==> src/rtl/ivg_pkg.sv <==
package ivg_pkg;

  typedef enum logic [1:0] {
    REG_MASK = 2'd0,
    REG_STAT = 2'd1,
    REG_VEC  = 2'd2,
    REG_NONE = 2'd3
  } ivg_reg_e;

  localparam int EV_ARB_LOST = 0;
  localparam int EV_NO_ACK   = 1;
  localparam int EV_ACC_RDY  = 2;
  localparam int EV_RX_RDY   = 3;
  localparam int EV_TX_RDY   = 4;
  localparam int EV_STOP     = 5;
  localparam int EV_AS_SLAVE = 6;

endpackage

==> src/rtl/ivg_flag_bank.sv <==
module ivg_flag_bank #(
  parameter int NUM_EV = 7,
  parameter logic [NUM_EV-1:0] W1C_SEL = 7'b0100100
) (
  input  logic              clk,
  input  logic              rst_n,
  input  logic [NUM_EV-1:0] ev_i,
  input  logic [NUM_EV-1:0] w1c_i,
  input  logic [NUM_EV-1:0] ack_i,
  output logic [NUM_EV-1:0] flags_o
);

  logic [NUM_EV-1:0] flags_q;
  logic [NUM_EV-1:0] clr_hit;

  assign clr_hit = (w1c_i & W1C_SEL) | ack_i;
  assign flags_o = flags_q;

  for (genvar i = 0; i < NUM_EV; i++) begin : g_flag
    always_ff @(posedge clk) begin
      if (!rst_n)          flags_q[i] <= 1'b0;
      else if (ev_i[i])    flags_q[i] <= 1'b1;
      else if (clr_hit[i]) flags_q[i] <= 1'b0;
    end

    // an event always leaves the flag set
    a_r2_event_sets: assert property (@(posedge clk) disable iff (!rst_n)
      ev_i[i] |=> flags_q[i]);

    if (W1C_SEL[i]) begin : g_w1c
      a_r6_w1c_hold: assert property (@(posedge clk) disable iff (!rst_n)
        (!ev_i[i] && !ack_i[i] && !w1c_i[i]) |=> (flags_q[i] == $past(flags_q[i])));
    end else begin : g_fixed
      a_r6_no_w1c: assert property (@(posedge clk) disable iff (!rst_n)
        (!ev_i[i] && !ack_i[i]) |=> (flags_q[i] == $past(flags_q[i])));
    end
  end

endmodule

==> src/rtl/ivg_prio_enc.sv <==
module ivg_prio_enc #(
  parameter int NUM_EV = 7,
  localparam int VW = $clog2(NUM_EV + 1)
) (
  input  logic [NUM_EV-1:0] req_i,
  output logic [VW-1:0]     code_o,
  output logic [NUM_EV-1:0] grant_o
);

  function automatic logic [VW-1:0] first_code(input logic [NUM_EV-1:0] r);
    logic [VW-1:0] c;
    c = '0;
    for (int i = NUM_EV - 1; i >= 0; i--) begin
      if (r[i]) c = VW'(i + 1);
    end
    return c;
  endfunction

  assign code_o = first_code(req_i);

  for (genvar i = 0; i < NUM_EV; i++) begin : g_grant
    assign grant_o[i] = (code_o == VW'(i + 1));
  end

endmodule

==> src/rtl/ivg_rd_mux.sv <==
module ivg_rd_mux
  import ivg_pkg::*;
#(
  parameter int NUM_EV  = 7,
  parameter int DW      = 16,
  parameter int RSF_BIT = 11,
  parameter int BB_BIT  = 12,
  localparam int VW = $clog2(NUM_EV + 1)
) (
  input  logic [1:0]        addr_i,
  input  logic [NUM_EV-1:0] mask_i,
  input  logic [NUM_EV-1:0] flags_i,
  input  logic [VW-1:0]     code_i,
  input  logic              rsfull_i,
  input  logic              busy_i,
  output logic [DW-1:0]     rdata_o
);

  always_comb begin
    rdata_o = '0;
    case (ivg_reg_e'(addr_i))
      REG_MASK: rdata_o[NUM_EV-1:0] = mask_i;
      REG_STAT: begin
        rdata_o[NUM_EV-1:0] = flags_i;
        rdata_o[RSF_BIT]    = rsfull_i;
        rdata_o[BB_BIT]     = busy_i;
      end
      REG_VEC:  rdata_o[VW-1:0] = code_i;
      default:  rdata_o = '0;
    endcase
  end

endmodule

==> src/rtl/irq_vector_gen.sv <==
module irq_vector_gen
  import ivg_pkg::*;
#(
  parameter int NUM_EV  = 7,
  parameter int DW      = 16,
  parameter int RSF_BIT = 11,
  parameter int BB_BIT  = 12,
  parameter logic [NUM_EV-1:0] W1C_SEL = 7'b0100100
) (
  input  logic              clk,
  input  logic              rst_n,
  input  logic [NUM_EV-1:0] ev_i,
  input  logic              rsfull_i,
  input  logic              bus_busy_i,
  input  logic              wr_en,
  input  logic              rd_en,
  input  logic [1:0]        addr,
  input  logic [DW-1:0]     wdata,
  output logic [DW-1:0]     rdata,
  output logic              irq_o
);

  localparam int VW = $clog2(NUM_EV + 1);

  logic [NUM_EV-1:0] mask_q;
  logic [NUM_EV-1:0] flags;
  logic [NUM_EV-1:0] pend;
  logic [NUM_EV-1:0] grant;
  logic [NUM_EV-1:0] w1c_bits;
  logic [NUM_EV-1:0] ack_bits;
  logic [VW-1:0]     vec_code;
  logic              wr_mask, wr_stat, rd_vec;
  logic              irq_q;

  assign wr_mask  = wr_en && (ivg_reg_e'(addr) == REG_MASK);
  assign wr_stat  = wr_en && (ivg_reg_e'(addr) == REG_STAT);
  assign rd_vec   = rd_en && (ivg_reg_e'(addr) == REG_VEC);
  assign w1c_bits = wr_stat ? wdata[NUM_EV-1:0] : '0;
  assign ack_bits = rd_vec ? grant : '0;
  assign pend     = flags & mask_q;

  always_ff @(posedge clk) begin
    if (!rst_n)       mask_q <= '0;
    else if (wr_mask) mask_q <= wdata[NUM_EV-1:0];
  end

  always_ff @(posedge clk) begin
    if (!rst_n) irq_q <= 1'b0;
    else        irq_q <= |pend;
  end
  assign irq_o = irq_q;

  ivg_flag_bank #(.NUM_EV(NUM_EV), .W1C_SEL(W1C_SEL)) i_flags (
    .clk     (clk),
    .rst_n   (rst_n),
    .ev_i    (ev_i),
    .w1c_i   (w1c_bits),
    .ack_i   (ack_bits),
    .flags_o (flags)
  );

  ivg_prio_enc #(.NUM_EV(NUM_EV)) i_enc (
    .req_i   (pend),
    .code_o  (vec_code),
    .grant_o (grant)
  );

  ivg_rd_mux #(.NUM_EV(NUM_EV), .DW(DW), .RSF_BIT(RSF_BIT), .BB_BIT(BB_BIT)) i_mux (
    .addr_i   (addr),
    .mask_i   (mask_q),
    .flags_i  (flags),
    .code_i   (vec_code),
    .rsfull_i (rsfull_i),
    .busy_i   (bus_busy_i),
    .rdata_o  (rdata)
  );

  // a nonzero code names a pending, enabled flag
  a_r4_code_pending: assert property (@(posedge clk) disable iff (!rst_n)
    (vec_code != '0) |-> pend[int'(vec_code) - 1]);

  // the acknowledged flag is gone next cycle unless re-raised
  a_r5_ack_clears: assert property (@(posedge clk) disable iff (!rst_n)
    (rd_vec && ((grant & ~ev_i) != '0)) |=> ((flags & $past(grant & ~ev_i)) == '0));

  // interrupt edges follow the vector one cycle later
  a_r8_irq_rise: assert property (@(posedge clk) disable iff (!rst_n)
    $rose(irq_o) |-> $past(vec_code != '0));
  a_r8_irq_fall: assert property (@(posedge clk) disable iff (!rst_n)
    $fell(irq_o) |-> $past(vec_code == '0));

endmodule

==> config.mk <==
export PLATFORM = sky130hd
export DESIGN_NAME = irq_vector_gen
export DESIGN_NICKNAME = d
export VERILOG_FILES = /design/src/rtl/ivg_pkg.sv /design/src/rtl/ivg_flag_bank.sv /design/src/rtl/ivg_prio_enc.sv /design/src/rtl/ivg_rd_mux.sv /design/src/rtl/irq_vector_gen.sv
export SDC_FILE = /design/constraint.sdc
export NUM_CORES = 1
export LEC_CHECK = 0
export ABC_AREA = 1
export BUFFER_PORTS_ARGS = -buffer_cell sky130_fd_sc_hd__buf_2
export CELL_PAD_IN_SITES_DETAIL_PLACEMENT = 1
export CELL_PAD_IN_SITES_GLOBAL_PLACEMENT = 1
export CORE_MARGIN = 8
export CORE_UTILIZATION = 26
export DETAILED_ROUTE_END_ITERATION = 10
export GPL_ROUTABILITY_DRIVEN = 0
export PLACE_DENSITY = 0.82
export SETUP_SLACK_MARGIN = 0.2
export SYNTH_ARGS = -nofsm -noshare
export SYNTH_HDL_FRONTEND = slang
export SYNTH_SLANG_ARGS = --single-unit
==> constraint.sdc <==
create_clock -name clk -period 1.1 [get_ports clk]
set_input_delay 0.11 -clock clk [delete_from_list [all_inputs] [get_ports clk]]
set_output_delay 0.11 -clock clk [all_outputs]
set_load 0.01 [all_outputs]
==> results.json <==
{
  "power.leakage_nw": 0.840,
  "top_usage_layer": "met2",
  "first_iter_violations": 52,
  "reg2reg_depth": 13,
  "outcome": "finished with violations",
  "layout_commonest_cell": "buf_2",
  "grt.overflow.total": 0,
  "ioPinCount": 48,
  "ff_latch_area_um2": 323,
  "multiInputGateArea_um2": 649,
  "ant_nets": 0,
  "fin_nets": 232,
  "holdPathEnd": "i_flags.flags_o[4]",
  "start_util_pct": 27.4,
  "cts.path.max_buffers": 2,
  "period_minus_slack_ps": 1550,
  "wl_per_cell_um": 17.1,
  "rsz0062_at_grt": "true",
  "hold_class": "in -> reg",
  "coreArea_um2": 3360,
  "rrSetupSlack_ps": -450,
  "critPathMaxStageDelay_ps": 370,
  "clock-sinks": 15,
  "clock_skew_ps": 6.37,
  "setup_violations": 14,
  "ys_seq_elements": 15,
  "power_mw": 1.45,
  "clock_latency_ps": 310,
  "syn_area_per_cell_um2": 6.98,
  "areaGrowthSynthToFinish_pct": 80.3,
  "antenna_found_initial": 0,
  "power_density_nw_per_um2": 871,
  "path_delay_family": "simple AND/OR/NAND/NOR gates",
  "cp-start-kind": "flip-flop",
  "timing.final.ws_setup_ps": -446,
  "crit_type": "reg -> reg",
  "cts_tree": "built",
  "hpwl_um": 2490,
  "ys_types": 19,
  "crit_chain": "nand2_4, inv_2, nand2_1, nand2_1, nand2_2, nand2_2, nand2_4, buf_4, buf_4, buf_6, nand3_1, a21oi_2, nor2_1",
  "core.rowCount": 21,
  "diodes": 0,
  "grt_start_max_net_pins": 10,
  "use_met1_pct": 14.9,
  "fillCellCount": 452,
  "mostFrequentLayoutCells": "25 x buf_2, 24 x buf_4, 14 x nor2_1",
  "timing.max_cap.violations": 0,
  "syn_area_um2": 921,
  "placed_area_um2": 1250,
  "r2r-end": "i_flags.flags_o[1]",
  "final_core_util_pct": 49.4,
  "synth_warnings": 0,
  "cp-end-kind": "flip-flop",
  "worstHoldStart": "ev_i[4]",
  "slew_viol_final": 0,
  "fmax_mhz": 647,
  "routed_via_density": 4.67,
  "critPathMaxFanout": 3,
  "cts-hold-fix-buffers": 0,
  "vias": 1149,
  "drt_pre_antenna_iters": 4,
  "min_delay_path_depth": 3,
  "fp.dieW_um": 75.5,
  "required_ps": 1290,
  "final_area_um2": 1660,
  "final-hold-violation-count": 0,
  "clkTransAtPathRegs_ps": 100,
  "die_area_um2": 5700,
  "htree_levels": 1,
  "die_h_um": 75.5,
  "synth.yosys.seq_area_share_pct": 32.6,
  "arrival_ps": 1740,
  "r2r_start": "i_flags.flags_o[6]",
  "hold_ws_ps": 36.9,
  "met3_usage_pct": 2.63,
  "cts_buffers": 3,
  "netlist_instances": 132,
  "min_period_over_period_pct": 141,
  "use_met2_pct": 25.7,
  "violations": "setup timing",
  "drt-total-wl_um": 4220,
  "drive_gt1_share_pct": 65.0,
  "grt_usage_pct": 13.9,
  "grt_pass1_wl_um": 5880,
  "cp_num_buf_inv": 4,
  "vdd_drop_max_v": 0.000420,
  "port_buffers": 31,
  "drc": 0,
  "grt_pass1_vias": 1245,
  "cts_root_buf": "clkbuf_4",
  "worst_path_max_delay_cell": "dfxtp_4"
}
## flip-flops by register name, indices dropped and copies added (netlist names)
register,cells
mask_q,7
irq_o,1
i_flags.flags_o,7
## stage by stage
| stage | setup slack, ps | setup TNS [ps] | std cells |
|---|---|---|---|
| 6_report | -446 | -3880 | 246 |
| 3_3_place_gp | -128 | -796 | 224 |
| 2_1_floorplan | -26.4 | -52.4 | 138 |
| 3_5_place_dp | -141 | -1100 | 224 |
| 5_1_grt | -480 | -4570 | 246 |
| 4_1_cts | -391 | -3000 | 238 |
## what timing repair did
item	CTS	global route
pin swaps	23	15
setup buffers	10	8
setup endpoints to repair	15	17
resized for setup	35	35
## cells by family after synthesis
group           share of synthesized area, %
simple gates                            36.3
compound gates                          17.3
flops                                   32.6
buf+inv                                 13.5
other cells                            0.407
## cells in the mapped netlist
cell type / count / share of area, %
nor2_2: 2 / 1.4
a22o_2: 2 / 2.2
a21oi_1: 9 / 4.9
nand3_1: 10 / 5.4
o21ai_1: 1 / 0.54
o211ai_1: 2 / 1.6
conb_1: 1 / 0.41
a22o_1: 2 / 1.9
inv_2: 3 / 1.2
buf_4: 7 / 5.7
nand2_4: 3 / 3.7
nor2_4: 3 / 3.7
nand2_1: 20 / 8.2
o21ai_4: 1 / 1.8
nand2_2: 11 / 7.5
nor2_1: 16 / 6.5
inv_1: 16 / 6.5
o21ai_0: 8 / 4.3
dfxtp_1: 15 / 33
## layout make-up
cell class / count / area share, %
multi-input cells: 97 / 39.1
repair buffers: 65 / 31.0
flip-flops and latches: 15 / 19.4
inverters: 19 / 5.35
well taps: 46 / 3.47
clock buffers: 4 / 1.58
## power by group
part | total [mW] | switching [mW] | internal (mW)
clock | 0.344 | 0.202 | 0.142
combinational | 0.485 | 0.249 | 0.236
sequential | 0.616 | 0.0341 | 0.582
## per-layer routing
layer	share of wire (%)	vias to the layer above
li1	-	544
met1	39	553
met2	55	42
met3	4.4	10
met4	1.6	0
met5	0	-
## tightest hold or removal path, cell delays in order
cell	delay, ps
buf_2	100
inv_1	50
a21oi_1	60
## how the worst max path moves through the flow
stage / endpoint / cells after the start / slack [ps] / start
2_1_floorplan: i_flags.flags_o[3] / 8 / -30 / i_flags.flags_o[1]
3_3_place_gp: rdata[0] / 11 / -130 / i_flags.flags_o[6]
3_5_place_dp: rdata[0] / 11 / -140 / i_flags.flags_o[6]
4_1_cts: rdata[1] / 7 / -390 / i_flags.flags_o[5]
5_1_grt: rdata[0] / 11 / -480 / i_flags.flags_o[6]
6_report: i_flags.flags_o[1] / 13 / -450 / i_flags.flags_o[6]
Note: power is estimated with default switching activity, not from simulation.
